**src/rtl/stat_grp_pkg.sv**
```systemverilog
package stat_grp_pkg;

    localparam int DW      = 16;
    localparam int NUM_GRP = 2;
    localparam int AW      = 3;

    typedef logic [DW-1:0] word_t;

    typedef enum logic [1:0] {
        REG_COND   = 2'd0,
        REG_EVENT  = 2'd1,
        REG_ENABLE = 2'd2,
        REG_NONE   = 2'd3
    } reg_sel_e;

    typedef struct packed {
        logic     grp;
        reg_sel_e sel;
    } addr_t;

    typedef struct packed {
        word_t used;
        word_t latch;
        word_t preset;
    } grp_cfg_t;

    // group 0: questionable, group 1: operation
    function automatic grp_cfg_t grp_cfg(input int g);
        grp_cfg_t c;
        if (g == 0) begin
            c.used   = 16'h704B;
            c.latch  = 16'h3000;
            c.preset = 16'd255;
        end else begin
            c.used   = 16'hFFFF;
            c.latch  = 16'hFFFF;
            c.preset = 16'd8193;
        end
        return c;
    endfunction

    function automatic word_t next_event(input word_t evt, input word_t cond,
                                         input word_t latch, input logic clr);
        word_t base;
        base = clr ? '0 : evt;
        return base | (cond & latch);
    endfunction

endpackage

```
**src/rtl/stat_event_latch.sv**
```systemverilog
module stat_event_latch
    import stat_grp_pkg::*;
#(
    parameter int            W     = DW,
    parameter logic [W-1:0]  LATCH = '1
) (
    input  logic         clk,
    input  logic         rst,
    input  logic [W-1:0] cond,
    input  logic         clr,
    output logic [W-1:0] evt_q
);
    always_ff @(posedge clk) begin
        if (rst) evt_q <= '0;
        else     evt_q <= next_event(evt_q, cond, LATCH, clr);
    end
endmodule

```
**src/rtl/stat_enable_reg.sv**
```systemverilog
module stat_enable_reg #(
    parameter int            W      = 16,
    parameter logic [W-1:0]  USED   = '1,
    parameter logic [W-1:0]  PRESET = '0
) (
    input  logic         clk,
    input  logic         rst,
    input  logic         wr,
    input  logic [W-1:0] wdata,
    input  logic         preset,
    output logic [W-1:0] enb_q
);
    localparam logic [W-1:0] PRESET_M = PRESET & USED;

    always_ff @(posedge clk) begin
        if (rst)         enb_q <= '0;
        else if (preset) enb_q <= PRESET_M;
        else if (wr)     enb_q <= wdata & USED;
    end
endmodule

```
**src/rtl/stat_group.sv**
```systemverilog
module stat_group
    import stat_grp_pkg::*;
#(
    parameter int            W      = DW,
    parameter logic [W-1:0]  USED   = '1,
    parameter logic [W-1:0]  LATCH  = '1,
    parameter logic [W-1:0]  PRESET = '0
) (
    input  logic         clk,
    input  logic         rst,
    input  logic [W-1:0] cond,
    input  logic         clr,
    input  logic         wr,
    input  logic [W-1:0] wdata,
    input  logic         preset,
    output logic [W-1:0] cond_view,
    output logic [W-1:0] evt_q,
    output logic [W-1:0] enb_q,
    output logic         sum
);
    localparam logic [W-1:0] LATCH_M = LATCH & USED;

    stat_event_latch #(.W(W), .LATCH(LATCH_M)) u_evt (
        .clk(clk), .rst(rst), .cond(cond), .clr(clr), .evt_q(evt_q)
    );

    stat_enable_reg #(.W(W), .USED(USED), .PRESET(PRESET)) u_enb (
        .clk(clk), .rst(rst), .wr(wr), .wdata(wdata),
        .preset(preset), .enb_q(enb_q)
    );

    assign cond_view = cond & USED;
    assign sum       = |(evt_q & enb_q);
endmodule

```
**src/rtl/status_group_top.sv**
```systemverilog
module status_group_top
    import stat_grp_pkg::*;
(
    input  logic          clk,
    input  logic          rst,
    input  logic [DW-1:0] ques_cond_i,
    input  logic [DW-1:0] oper_cond_i,
    input  logic [AW-1:0] addr_i,
    input  logic          rd_i,
    input  logic          wr_i,
    input  logic [DW-1:0] wdata_i,
    input  logic          preset_i,
    output logic [DW-1:0] rdata_o,
    output logic          ques_sum_o,
    output logic          oper_sum_o
);
    addr_t a;
    assign a = addr_t'(addr_i);

    word_t cond_in  [NUM_GRP];
    word_t cond_v   [NUM_GRP];
    word_t evt_v    [NUM_GRP];
    word_t enb_v    [NUM_GRP];
    logic  sum_v    [NUM_GRP];

    assign cond_in[0] = ques_cond_i;
    assign cond_in[1] = oper_cond_i;

    for (genvar g = 0; g < NUM_GRP; g++) begin : g_grp
        localparam grp_cfg_t CFG = grp_cfg(g);
        logic hit;
        assign hit = (int'(a.grp) == g);

        stat_group #(
            .W(DW), .USED(CFG.used), .LATCH(CFG.latch), .PRESET(CFG.preset)
        ) u_grp (
            .clk      (clk),
            .rst      (rst),
            .cond     (cond_in[g]),
            .clr      (rd_i && hit && a.sel == REG_EVENT),
            .wr       (wr_i && hit && a.sel == REG_ENABLE),
            .wdata    (wdata_i),
            .preset   (preset_i),
            .cond_view(cond_v[g]),
            .evt_q    (evt_v[g]),
            .enb_q    (enb_v[g]),
            .sum      (sum_v[g])
        );
    end

    word_t rd_mux;
    always_comb begin
        unique case (a.sel)
            REG_COND:   rd_mux = cond_v[a.grp];
            REG_EVENT:  rd_mux = evt_v[a.grp];
            REG_ENABLE: rd_mux = enb_v[a.grp];
            default:    rd_mux = '0;
        endcase
    end

    always_ff @(posedge clk) begin
        if (rst)       rdata_o <= '0;
        else if (rd_i) rdata_o <= rd_mux;
    end

    assign ques_sum_o = sum_v[0];
    assign oper_sum_o = sum_v[1];
endmodule

```
**config.mk**
```make
export PLATFORM = sky130hd
export DESIGN_NAME = status_group_top
export DESIGN_NICKNAME = d
export VERILOG_FILES = /design/src/rtl/stat_grp_pkg.sv /design/src/rtl/stat_event_latch.sv /design/src/rtl/stat_enable_reg.sv /design/src/rtl/stat_group.sv /design/src/rtl/status_group_top.sv
export SDC_FILE = /design/constraint.sdc
export NUM_CORES = 1
export LEC_CHECK = 0
export ABC_AREA = 1
export ABC_CLOCK_PERIOD_IN_PS = 1010
export BUFFER_PORTS_ARGS = -buffer_cell sky130_fd_sc_hd__buf_2
export CORE_AREA = 2 2 88 90
export CTS_CLUSTER_SIZE = 30
export DETAILED_ROUTE_END_ITERATION = 12
export DIE_AREA = 0 0 90 92
export PLACE_DENSITY_LB_ADDON = 0.2
export SLEW_MARGIN = 20
export SYNTH_ARGS = -nofsm -noshare
export SYNTH_HDL_FRONTEND = slang
export SYNTH_SLANG_ARGS = --single-unit
```
**constraint.sdc**
```tcl
create_clock -name clk -period 1.01 [get_ports clk]
set_input_delay 0.101 -clock clk [delete_from_list [all_inputs] [get_ports clk]]
set_output_delay 0.101 -clock clk [all_outputs]
set_load 0.02 [all_outputs]
```
After elaboration in Yosys (flattened, before gate mapping)
Index checks and enable logic that the tools add are counted.

Register bits after elaboration: 71. Input port bits: 56. Output and inout bits: 18. Word-level logic and storage cells: 46.

Magnitude comparators: 1. Eq/ne operators: 2. Mux-type cells: 16. Bitwise logic cells: 6. Reduce and logical (&&, ||, !) cells: 14.

Operators with widths (number): $mux 16 (11); $pmux 16 s3 (1); $reduce_or 16->1 (2); $mux 14 (2); $and 16x15->16 (1); $and 16x16->16 (1); $or 16x14->16 (1); $or 16x16->16 (1); $mux 7 (2); $logic_and 1x1->1 (8); $reduce_bool 2->1 (2); $eq 2x1->1 const B (1); $eq 2x2->1 const B (1); $ge 2x2->1 const B (1); $logic_not 2->1 (1); $not 1->2 (1); $reduce_or 2->1 (1); $not 1->1 (1).

Logic depth before layout (Yosys ltp)
Gate-level depths: netlist of run 1.

Word-level depth: 5. Gate-level depth with buffers: 8. Gate-level depth less buffers: 7.

Hierarchy
Synthesis of run 1 repeated with hierarchy kept, for this count alone.

Cells, all modules: 655. Area total of the unflattened synthesis: 3927.5 um2.

Modules (own cells, without submodules): status_group_top (instances 1, cells an instance 337, area each 1695.4 um2, sequential area each 320.3 um2); stat_enable_reg (g_grp[1].u_grp.u_enb) (instances 1, cells an instance 77, area each 636.9 um2, sequential area each 320.3 um2); stat_event_latch (g_grp[1].u_grp.u_evt) (instances 1, cells an instance 68, area each 558.0 um2, sequential area each 320.3 um2); stat_enable_reg (g_grp[0].u_grp.u_enb) (instances 1, cells an instance 46, area each 347.8 um2, sequential area each 140.1 um2); stat_group (g_grp[0].u_grp) (instances 1, cells an instance 52, area each 257.7 um2, sequential area each 0.0 um2); stat_group (g_grp[1].u_grp) (instances 1, cells an instance 51, area each 254.0 um2, sequential area each 0.0 um2); stat_event_latch (g_grp[0].u_grp.u_evt) (instances 1, cells an instance 24, area each 177.7 um2, sequential area each 40.0 um2).

Least setup slack after synthesis of run 1
No wires, ideal clock.

Path kind: input -> register. Start point: in addr_i[0]. End point: reg g_grp[1].u_grp.u_evt.evt_q[10]. Library setup time: 128 ps. Data arrival time: 937 ps. Required time: 882 ps. Slack: -54 ps. Stages: 7. Buffers on the path: 2. Cells stage by stage: buf_6 inv_2 nor2_1 nand3_2 buf_2 a21oi_1 nor2_1.

Cells in the longest elaborated chain, start to end: 4.

RTL lines: from (decl) (RTL line status_group_top.sv:8) `input logic [AW-1:0] addr_i,`; $eq 2x1->1 (RTL line status_group_top.sv:40) `.clr (rd_i && hit && a.sel == REG_EVENT),`; $logic_and 1x1->1 (RTL line status_group_top.sv:40); $mux 16 (RTL line stat_grp_pkg.sv:45) `base = clr ? '0 : evt;`; $or 16x16->16 (RTL line stat_grp_pkg.sv:46) `return base | (cond & latch);`; to (signal assigned) (RTL line stat_event_latch.sv:15) `else evt_q <= next_event(evt_q, cond, LATCH, clr);`; to (decl) (RTL line stat_event_latch.sv:11) `output logic [W-1:0] evt_q`.

Every way passes these cells. A chain may end at the register's enable or synchronous reset.

Final worst setup path of run 1
Start point: reg g_grp[1].u_grp.u_evt.evt_q[6]. End point: out oper_sum_o.

Cells in the longest elaborated chain, start to end: 2.

RTL lines: $and 16x16->16 (RTL line stat_group.sv:33) `assign sum = |(evt_q & enb_q);`; $reduce_or 16->1 (RTL line stat_group.sv:33); to (decl) (RTL line status_group_top.sv:15) `output logic oper_sum_o`.

Every way passes these cells.

==> results of run 1 <==
## layer usage
metal,up-vias,GRT usage
met1,1227,0.245
met5,-,0
met2,78,0.280
met3,11,0.0394
met4,0,0.0718
li1,1476,-
## synth_stat cells, drive strengths merged
cell type  count
o211ai         1
dfxtp         57
clkbuf         8
a22o           1
inv           38
nand3         34
clkinv         1
nor2          33
buf           11
or2            1
nor3           2
a21oi         48
nand4          9
nand2        133
o21ai         15
a211oi         3
## layout by cell type (no fill, tap or decap), types with 3 or more instances in the layout
| master | instances |
|---|---|
| inv_1 | 36 |
| nor2_1 | 28 |
| clkbuf_8 | 10 |
| nand2_2 | 3 |
| nand3_1 | 33 |
| dlygate4sd3_1 | 14 |
| buf_2 | 62 |
| o21ai_0 | 15 |
| a21oi_1 | 48 |
| dfxtp_2 | 10 |
| dfxtp_1 | 47 |
| buf_12 | 5 |
| buf_4 | 30 |
| nand4_1 | 9 |
| nand2_1 | 130 |
| nor2_2 | 3 |
## area by class of cell
type                    count  area, µm²  share of cell area
multi-input cells         280       1270               0.344
clock buffers              10        138              0.0373
flip-flops and latches     57       1150               0.313
inverters                  39        149              0.0404
repair buffers            113        798               0.216
clock inverters             5       56.3              0.0153
well taps                 102        128              0.0346
## tightest hold or removal path: stages
cell     delay (ns)
buf_2          0.09
nand2_1        0.05
a21oi_1        0.05
## per-stage QoR
| step | setup WS (ns) | total power, W | setup TNS, ns |
|---|---|---|---|
| 6_report | -0.251 | 0.00530 | -0.408 |
| 5_1_grt | -0.334 | 0.00554 | -0.596 |
| 4_1_cts | -0.299 | 0.00534 | -0.422 |
| 3_5_place_dp | -0.140 | 0.00318 | -4.50 |
| 3_3_place_gp | -0.123 | 0.00317 | -3.48 |
| 2_1_floorplan | -0.00884 | 0.00285 | -0.0353 |
## report_power, final
part / internal, W / switching, W / total (W) / leakage (nW)
Sequential: 0.00235 / 0.0000682 / 0.00242 / 0.471
Combinational: 0.000360 / 0.000412 / 0.000773 / 1.16
Clock: 0.00119 / 0.000920 / 0.00211 / 0.0981
Total: 0.00390 / 0.00140 / 0.00530 / 1.73
## cells by family after synthesis
group | after synthesis | share of synthesized area
flip-flops | 57 | 0.432
AO/OA/AOI/OAI | 68 | 0.139
buffers and inverters | 58 | 0.0942
AND/OR/NAND/NOR | 212 | 0.335
## repair_timing
item	4_1_cts	5_1_grt
endpoints found under the hold margin	14	0
hold buffers	14	0
resized for setup	14	3
pin swaps	5	4
endpoints found under the setup margin	2	3
setup buffers	1	1
## sequential cells by signal, summed over array words and instances (netlist names)
register	cells
g_grp.u_grp.u_enb.enb_q	23
g_grp.u_grp.u_evt.evt_q	18
rdata_o	16
## worst paths after layout
kind,end,slack (ns),depth (start not counted)
setup / recovery,oper_sum_o,-0.25,5
hold / removal,g_grp[1].u_grp.u_enb.enb_q[8],0.01,3
setup reg to reg,rdata_o[12],-0.04,8
hold reg to reg,rdata_o[10],0.46,2
==> metrics.cfg, run 1 <==
[logic_synthesis]
synth_area_per_cell_um2=6.69
synth_area_leaders=dfxtp_1, nand2_1, a21oi_1
ys_seq_area_frac=0.432
synth.distinct_cells=22
netlist_area_um2=2640
synth-seq-cells=57
synth_largest_area_cell=dfxtp_1
synth_nets=451
syn_inst=395
netlist.area_leader.share=0.432
yosysWarnings=0

[floorplanning]
boundaryPins=74
row_count=32
start_util=0.355
die_area_um2=8280
core-area_um2=7450
die_width_um=90
die_h_um=92

[sta]
slew_viol_final=0
min_period_ns=1.26
fin_hold_ws_ns=0.0139
clock_skew_ns=0.00562
rsz0062_at_grt=true
clock.fmax_ghz=0.793
period_share=1.25
layout_setup_ws_ns=-0.251
setup_viol=3
worst_pin_slew_ns=0.232
slew_headroom=0.843
final-hold-violation-count=0

[global_routing]
grt_max_degree=39
grt_pass1_vias=2513
grt_pass1_wl_mm=11.9
grt_usage=0.181
grt_remaining_overflow=0
antenna_found_initial=0

[setup_path]
crit_chain=nand2_2, nand4_1, nor2_1, nand2_1, buf_6
critical_path_required_ns=0.91
critPathBufInv=1
arrival_ns=1.16
critical-path-top-delay-family=simple AND/OR/NAND/NOR gates
cp_slowest_stage_delay_ns=0.33
critPathLaunchType=register
cp_max_fo=2
crit_path_start=g_grp[1].u_grp.u_evt.evt_q[6]
criticalPathCategory=register to primary output
crit_slowest_cell=dfxtp_2
end_kind=primary output
rr_startpoint=g_grp[0].u_grp.u_evt.evt_q[12]

[routing]
dr.pass1.iters=4
route.met3.wl_um=368
routed_wl_mm=7.32
wl_met1_mm=3.63
wire_per_inst_um=12.1
vias_per_cell=4.61
top_layer_used=met4
drc_errors=0
vias=2792
ant_nets=0
drt-initial-drc-count=156
met2_length_mm=3.22

[clock_tree]
cts_tree=done
clk_pin_slew_ns=0.06
cts_buffers=9
cts_sinks=57
clockRootBuffer=clkbuf_8
h-tree-depth=3
clock_latency_ns=0.33
cts.path.max_buffers=2

[final_layout]
num_antenna_cells=0
design_area_um2=3690
drive_gt1_frac=0.272
finish.utilization=0.495
nets=556
num-fill-cells=816
area_growth_pct=39.6
final_cells=606

[hold_path]
worstHoldPathType=input port to register
min_from=wdata_i[8]

[flow_run]
cap_violations=0

[outcome]
outcome=finished with violations
violations=setup timing

[placement]
dp.cells=575
gp_congestion=0.852
place_area_um2=3310
hpwl_mm=5.49
portBuffers=64

[power]
p_per_area_nw_per_um2=1440
static-leakage-power_nw=1.73
ir_drop_v=0.000506

Power figures use the tool's default switching activity.
==> run 2, diff against run 1 <==
--- a/config.mk
+++ b/config.mk
@@ -8,10 +8,10 @@
 export ABC_AREA = 1
 export ABC_CLOCK_PERIOD_IN_PS = 1010
 export BUFFER_PORTS_ARGS = -buffer_cell sky130_fd_sc_hd__buf_2
-export CORE_AREA = 2 2 88 90
+export CORE_AREA = 2 2 80 82
 export CTS_CLUSTER_SIZE = 30
 export DETAILED_ROUTE_END_ITERATION = 12
-export DIE_AREA = 0 0 90 92
+export DIE_AREA = 0 0 82 84
 export PLACE_DENSITY_LB_ADDON = 0.2
 export SLEW_MARGIN = 20
 export SYNTH_ARGS = -nofsm -noshare
==> run 2 against run 1 <==
Compared with the run above:
- the run still ends with setup timing left
- worst hold slack worse by 0.0011 ns
- combinational power about the same
- total power decreased by 1.5%
- core utilization rose by 10 points
- sequential power hardly changed
- die area is 17% lower
- sequential share of layout area rose by 0.31 points
- cell count shrank 4.1%
- critical path depth unchanged
- first-iteration DRC count down 12%
- via count grew 0.11%
- worst setup slack worse by 0.046 ns
- critical endpoint unchanged
==> metrics.cfg, run 2 (synthesized netlist as in run 1, its figures left out) <==
[outcome]
outcome=finished with violations
violations=setup timing

[floorplanning]
core-area_um2=6100  ; -18%
die_area_um2=6890  ; -17%
row_count=29  ; -9.4%
die_h_um=84  ; -8.7%
die_width_um=82  ; -8.9%
boundaryPins=74  ; unchanged
start_util=0.433  ; +0.0787

[global_routing]
grt_pass1_wl_mm=11.9  ; -0.58%
grt_remaining_overflow=0  ; unchanged
antenna_found_initial=0  ; unchanged
grt_max_degree=39  ; unchanged
grt_pass1_vias=2614  ; +4.0%
grt_usage=0.225  ; +0.0441

[placement]
place_ws_ns=-0.111  ; +0.0283 ns
portBuffers=64  ; unchanged
hpwl_mm=5.27  ; -4.0%
gp_congestion=0.856  ; +0.47%

[routing]
vias_per_cell=4.81  ; +4.4%
ant_nets=0  ; unchanged
wire_per_inst_um=12.2  ; +1.2%
dr.pass1.iters=4  ; unchanged
drc_errors=0  ; unchanged
routed_wl_mm=7.10  ; -3.0%
drt-initial-drc-count=137  ; -12%
vias=2795  ; +0.11%

[sta]
clock_skew_ns=0.00999  ; +0.00437 ns
worst_pin_slew_ns=0.215  ; -0.0170 ns
clock.fmax_ghz=0.765  ; -3.5%
min_period_ns=1.31  ; +0.0461 ns
setup_tns_ns=-0.407  ; +0.000566 ns
period_share=1.29  ; +0.0457
slew_viol_final=0  ; unchanged
layout_setup_ws_ns=-0.298  ; -0.0461 ns
slew_headroom=0.855  ; +0.0115
final-hold-violation-count=0  ; unchanged
setup_viol=2  ; -1
fin_hold_ws_ns=0.0128  ; -0.00113 ns
rsz0062_at_grt=true

[flow_run]
cap_violations=0  ; unchanged

[final_layout]
drive_gt1_frac=0.260  ; -0.0119
layout_common_cells=nand2_1, buf_2, dfxtp_1
area_growth_pct=38.0
finish.utilization=0.598  ; +0.103
reg_top3=g_grp.u_grp.u_enb.enb_q (23), g_grp.u_grp.u_evt.evt_q (18), rdata_o (16)
largest_register_ffs=23  ; unchanged
num_antenna_cells=0  ; unchanged
nets=556  ; unchanged
layout_commonest_cell=nand2_1
largest_register=g_grp.u_grp.u_enb.enb_q

[setup_path]
cp_max_fo=2  ; unchanged
criticalPathCategory=register to primary output
end_kind=primary output
critPathLaunchType=register
critical_path_required_ns=0.91  ; about the same
arrival_ns=1.21  ; +0.05 ns

[power]
static-leakage-power_nw=1.72  ; -0.64%
p_total_w=0.00522  ; -1.5%
p_per_area_nw_per_um2=1430  ; -0.29%
ir_drop_v=0.000818  ; +62%

[clock_tree]
clk_pin_slew_ns=0.07  ; about the same
cts_tree=done
h-tree-depth=3  ; unchanged
cts.path.max_buffers=2  ; unchanged
clock_latency_ns=0.34  ; about the same
cts_buffers=9  ; unchanged
cts_sinks=57  ; unchanged
clockRootBuffer=clkbuf_8

[hold_path]
worstHoldPathType=input port to register

-- run 2: worst paths after layout --
path	start	to	slack, ns	cells past startpoint
worst max-delay path	g_grp[1].u_grp.u_evt.evt_q[6]	oper_sum_o	-0.30	5
worst min-delay path	ques_cond_i[12]	g_grp[0].u_grp.u_evt.evt_q[12]	0.01	3
worst max register to register	g_grp[0].u_grp.u_evt.evt_q[12]	rdata_o[12]	0.06	7
worst min register to register	g_grp[0].u_grp.u_enb.enb_q[14]	g_grp[0].u_grp.u_enb.enb_q[14]	0.46	2
-- run 2: worst max-delay path, cell delays in order, from the launching register on --
cell	delay (ns)
dfxtp_2	0.33
nand2_1	0.06
nand4_1	0.13
nor2_1	0.12
nand2_1	0.09
buf_6	0.14
-- run 2: cell type report --
class / instances / area [µm²]
Sequential cell: 57 / 1150
Timing Repair Buffer: 113 / 803
Clock buffer: 9 / 124
Fill cell: 601 / 2450
Inverter: 39 / 149
Tap cell: 77 / 96.3
Clock inverter: 6 / 60.1
Multi-Input combinational cell: 280 / 1260
-- run 2: layer usage --
metal / track usage / part of all wire / wire (µm) / vias up
met5: 0 / 0 / 0 / -
met4: 0.0955 / 0.019 / 137 / 0
met3: 0.0433 / 0.068 / 480 / 13
met2: 0.330 / 0.43 / 3070 / 102
met1: 0.318 / 0.48 / 3420 / 1203
li1: - / - / - / 1477
-- run 2: what timing repair did --
| item | 4_1_cts | 5_1_grt |
|---|---|---|
| cloned | 0 | 0 |
| pin swaps | 1 | 5 |
| hold buffers | 16 | 0 |
| endpoints found under the setup margin | 2 | 3 |
| hold endpoints to repair | 16 | 0 |
| setup buffers | 1 | 0 |
| resized for setup | 6 | 7 |
-- run 2: power breakdown --
part | switching, W | internal [W]
clock | 0.000921 | 0.00111
sequential | 0.0000677 | 0.00235
combinational | 0.000409 | 0.000362
total | 0.00140 | 0.00382
-- run 2: metrics by stage --
stage                     cell area, µm²  std cells
after floorplan                     2650        395
after global placement              3270        549
after detailed placement            3270        549
after CTS                           3630        581
after global routing                3650        581
final                               3650        581
==> run 3, diff against run 2 <==
--- a/config.mk
+++ b/config.mk
@@ -5,13 +5,12 @@
 export SDC_FILE = /design/constraint.sdc
 export NUM_CORES = 1
 export LEC_CHECK = 0
-export ABC_AREA = 1
 export ABC_CLOCK_PERIOD_IN_PS = 1010
 export BUFFER_PORTS_ARGS = -buffer_cell sky130_fd_sc_hd__buf_2
-export CORE_AREA = 2 2 80 82
+export CORE_AREA = 2 2 79 81
 export CTS_CLUSTER_SIZE = 30
 export DETAILED_ROUTE_END_ITERATION = 12
-export DIE_AREA = 0 0 82 84
+export DIE_AREA = 0 0 81 83
 export PLACE_DENSITY_LB_ADDON = 0.2
 export SLEW_MARGIN = 20
 export SYNTH_ARGS = -nofsm -noshare
==> run 3 against run 2 <==
Compared with the run above:
- the flow still finishes with violations (setup timing)
- global-route usage increased by 0.87 points
- combinational power increased by 5.4%
- fmax decreased by 12%
- clock skew decreased by 0.0081 ns
- sequential share of layout area decreased by 0.39 points
- sequential power about the same
- worst setup slack got worse by 0.17 ns
- cell count decreased by 16%
- sequential cell count unchanged
- total power decreased by 2.9%
==> metrics.cfg, run 3 <==
[outcome]
outcome=finished with violations
violations=setup timing

[floorplanning]
die_width_um=81  ; -1.2%
start_util=0.446  ; +0.0129
row_count=28  ; -3.4%
boundaryPins=74  ; unchanged
die_area_um2=6720  ; -2.4%
die_h_um=83  ; -1.2%
core-area_um2=5820  ; -4.6%

[setup_path]
criticalPathCategory=register to primary output
crit_chain=a22o_1, a221oi_2, nand4_1, buf_2
critical_path_required_ns=0.91  ; about the same
critical-path-top-delay-family=compound AO/OA/AOI/OAI gates
end_kind=primary output
arrival_ns=1.38  ; +0.17 ns
cp_max_fo=2  ; unchanged
critPathLaunchType=register
crit_slowest_cell=dfxtp_1
critPathBufInv=1  ; unchanged
cp_slowest_stage_delay_ns=0.32  ; about the same
reg2reg_slack_ns=-0.15  ; -0.21 ns

[final_layout]
layout_common_cells=buf_2, nand2_1, dfxtp_1
finish.utilization=0.634  ; +0.0359
nets=468  ; -16%
num_antenna_cells=0  ; unchanged
area_growth_pct=42.0
largest_register=g_grp.u_grp.u_enb.enb_q
design_area_um2=3690  ; +1.1%
drive_gt1_frac=0.395  ; +0.135
largest_register_ffs=23  ; unchanged
layout_commonest_cell=buf_2
num-fill-cells=544  ; -9.5%
reg_top3=g_grp.u_grp.u_enb.enb_q (23), g_grp.u_grp.u_evt.evt_q (18), rdata_o (16)

[logic_synthesis]
synth-edff-count=0  ; unchanged
synth_largest_area_cell=dfxtp_1
synthArstFlopShare=0  ; unchanged
yosysWarnings=0  ; unchanged
yosys-top-cells-count=nand2_1, dfxtp_1, a21oi_1, nor2_1, a22o_1
syn_inst=295  ; -25%
synth_flop_cell=dfxtp_1
ys_seq_area_frac=0.440  ; +0.00770
synth_nets=351  ; -22%
synth.distinct_cells=37  ; +68%
synth_area_leaders=dfxtp_1, nand2_1, a22o_1
synth.most_common_cell=nand2_1
synth_area_per_cell_um2=8.80  ; +32%
synth-seq-cells=57  ; unchanged
netlist.area_leader.share=0.440  ; +0.00770
netlist_area_um2=2600  ; -1.8%

[power]
static-leakage-power_nw=1.62  ; -5.5%
p_total_w=0.00507  ; -2.9%
ir_drop_v=0.000834  ; +2.0%
p_per_area_nw_per_um2=1380  ; -4.0%

[clock_tree]
clk_pin_slew_ns=0.06  ; about the same
cts_tree=done
h-tree-depth=3  ; unchanged
cts.path.max_buffers=2  ; unchanged
cts_buffers=9  ; unchanged
clock_latency_ns=0.33  ; about the same
clockRootBuffer=clkbuf_8
cts_sinks=57  ; unchanged

[routing]
routed_wl_mm=7.37  ; +3.8%
drc_errors=0  ; unchanged
vias=2560  ; -8.4%
drt-initial-drc-count=136  ; -0.73%
vias_per_cell=5.22  ; +8.6%
dr.pass1.iters=4  ; unchanged
wire_per_inst_um=15.0  ; +23%
ant_nets=0  ; unchanged

[sta]
slew_viol_final=0  ; unchanged
layout_setup_ws_ns=-0.472  ; -0.174 ns
clock.fmax_ghz=0.675  ; -12%
rsz0062_at_grt=true
setup_tns_ns=-0.914  ; -0.506 ns
worst_pin_slew_ns=0.683  ; +0.467 ns
setup_viol=5  ; +3
period_share=1.47  ; +0.173
final-hold-violation-count=0  ; unchanged
min_period_ns=1.48  ; +0.174 ns
clock_skew_ns=0.00193  ; -0.00806 ns
fin_hold_ws_ns=0.00357  ; -0.00920 ns
slew_headroom=0.543  ; -0.312

[placement]
hpwl_mm=5.55  ; +5.3%
place_area_um2=3410  ; +4.2%
portBuffers=64  ; unchanged
gp_congestion=0.860  ; +0.44%

[global_routing]
grt_max_degree=22  ; -44%
grt_remaining_overflow=0  ; unchanged
grt_pass1_vias=2476  ; -5.3%
antenna_found_initial=0  ; unchanged
grt_usage=0.233  ; +0.00866
grt_pass1_wl_mm=12.0  ; +1.2%

[flow_run]
cap_violations=0  ; unchanged

[hold_path]
worstHoldPathType=input port to register

## run 3: cell types whose count changed after synthesis, sizes merged, moves of 6 or more
cell	change
a21oi	-8
a22o	+17
nand2	-71
nor2b	+7
a31oi	+6
inv	-35
nand3	-30
mux2i	+15
nor2	-10
nand4	-8
## run 3: area by class of cell
class	count	area, µm²	area share
Tap cell	75	93.8	0.0254
Sequential cell	57	1150	0.312
Clock buffer	14	163	0.0441
Timing Repair Buffer	126	911	0.247
Inverter	3	11.3	0.00305
Multi-Input combinational cell	215	1360	0.369
## run 3: timing repair
item                                    in CTS  in global routing
pin swaps                                    5                  3
hold buffers                                 8                  0
resized for setup                           11                  3
hold endpoints to repair                     8                  0
setup buffers                                0                  0
endpoints found under the setup margin       5                  7
## run 3: tightest hold or removal path, stage by stage
cell and delay (ns):
buf_2 0.10, nand2_1 0.05, a21oi_1 0.05
## run 3: kinds of logic after synthesis
| logic type | after synthesis | synth area share |
|---|---|---|
| AO/OA/AOI/OAI | 93 | 0.250 |
| buffers and inverters | 23 | 0.0525 |
| flip-flops | 57 | 0.440 |
| multiplexers | 19 | 0.0795 |
| AND/OR/NAND/NOR | 103 | 0.179 |
## run 3: path summary, 6_finish.rpt
path / endpoint / startpoint / cells after the start
hold reg to reg: g_grp[0].u_grp.u_enb.enb_q[14] / g_grp[0].u_grp.u_enb.enb_q[14] / 2
setup / recovery: oper_sum_o / g_grp[1].u_grp.u_evt.evt_q[7] / 4
setup reg to reg: rdata_o[13] / g_grp[1].u_grp.u_enb.enb_q[13] / 3
hold / removal: g_grp[1].u_grp.u_enb.enb_q[9] / wdata_i[9] / 3
## run 3: metal layers
metal | track usage | up-vias | wire, µm
li1 | - | 1277 | -
met2 | 0.361 | 80 | 3410
met5 | 0 | - | 0
met4 | 0.0940 | 0 | 144
met1 | 0.309 | 1189 | 3410
met3 | 0.0565 | 14 | 408
## run 3: power breakdown
part / switching [W] / internal, W
sequential: 0.0000670 / 0.00235
combinational: 0.000405 / 0.000407
clock: 0.000842 / 0.00100
total: 0.00131 / 0.00376
## run 3: stage by stage
stage | instances | setup slack (ns)
3_5_place_dp | 468 | -0.207
6_report | 490 | -0.472
5_1_grt | 490 | -0.557
3_3_place_gp | 468 | -0.214
4_1_cts | 490 | -0.478
2_1_floorplan | 295 | -0.123
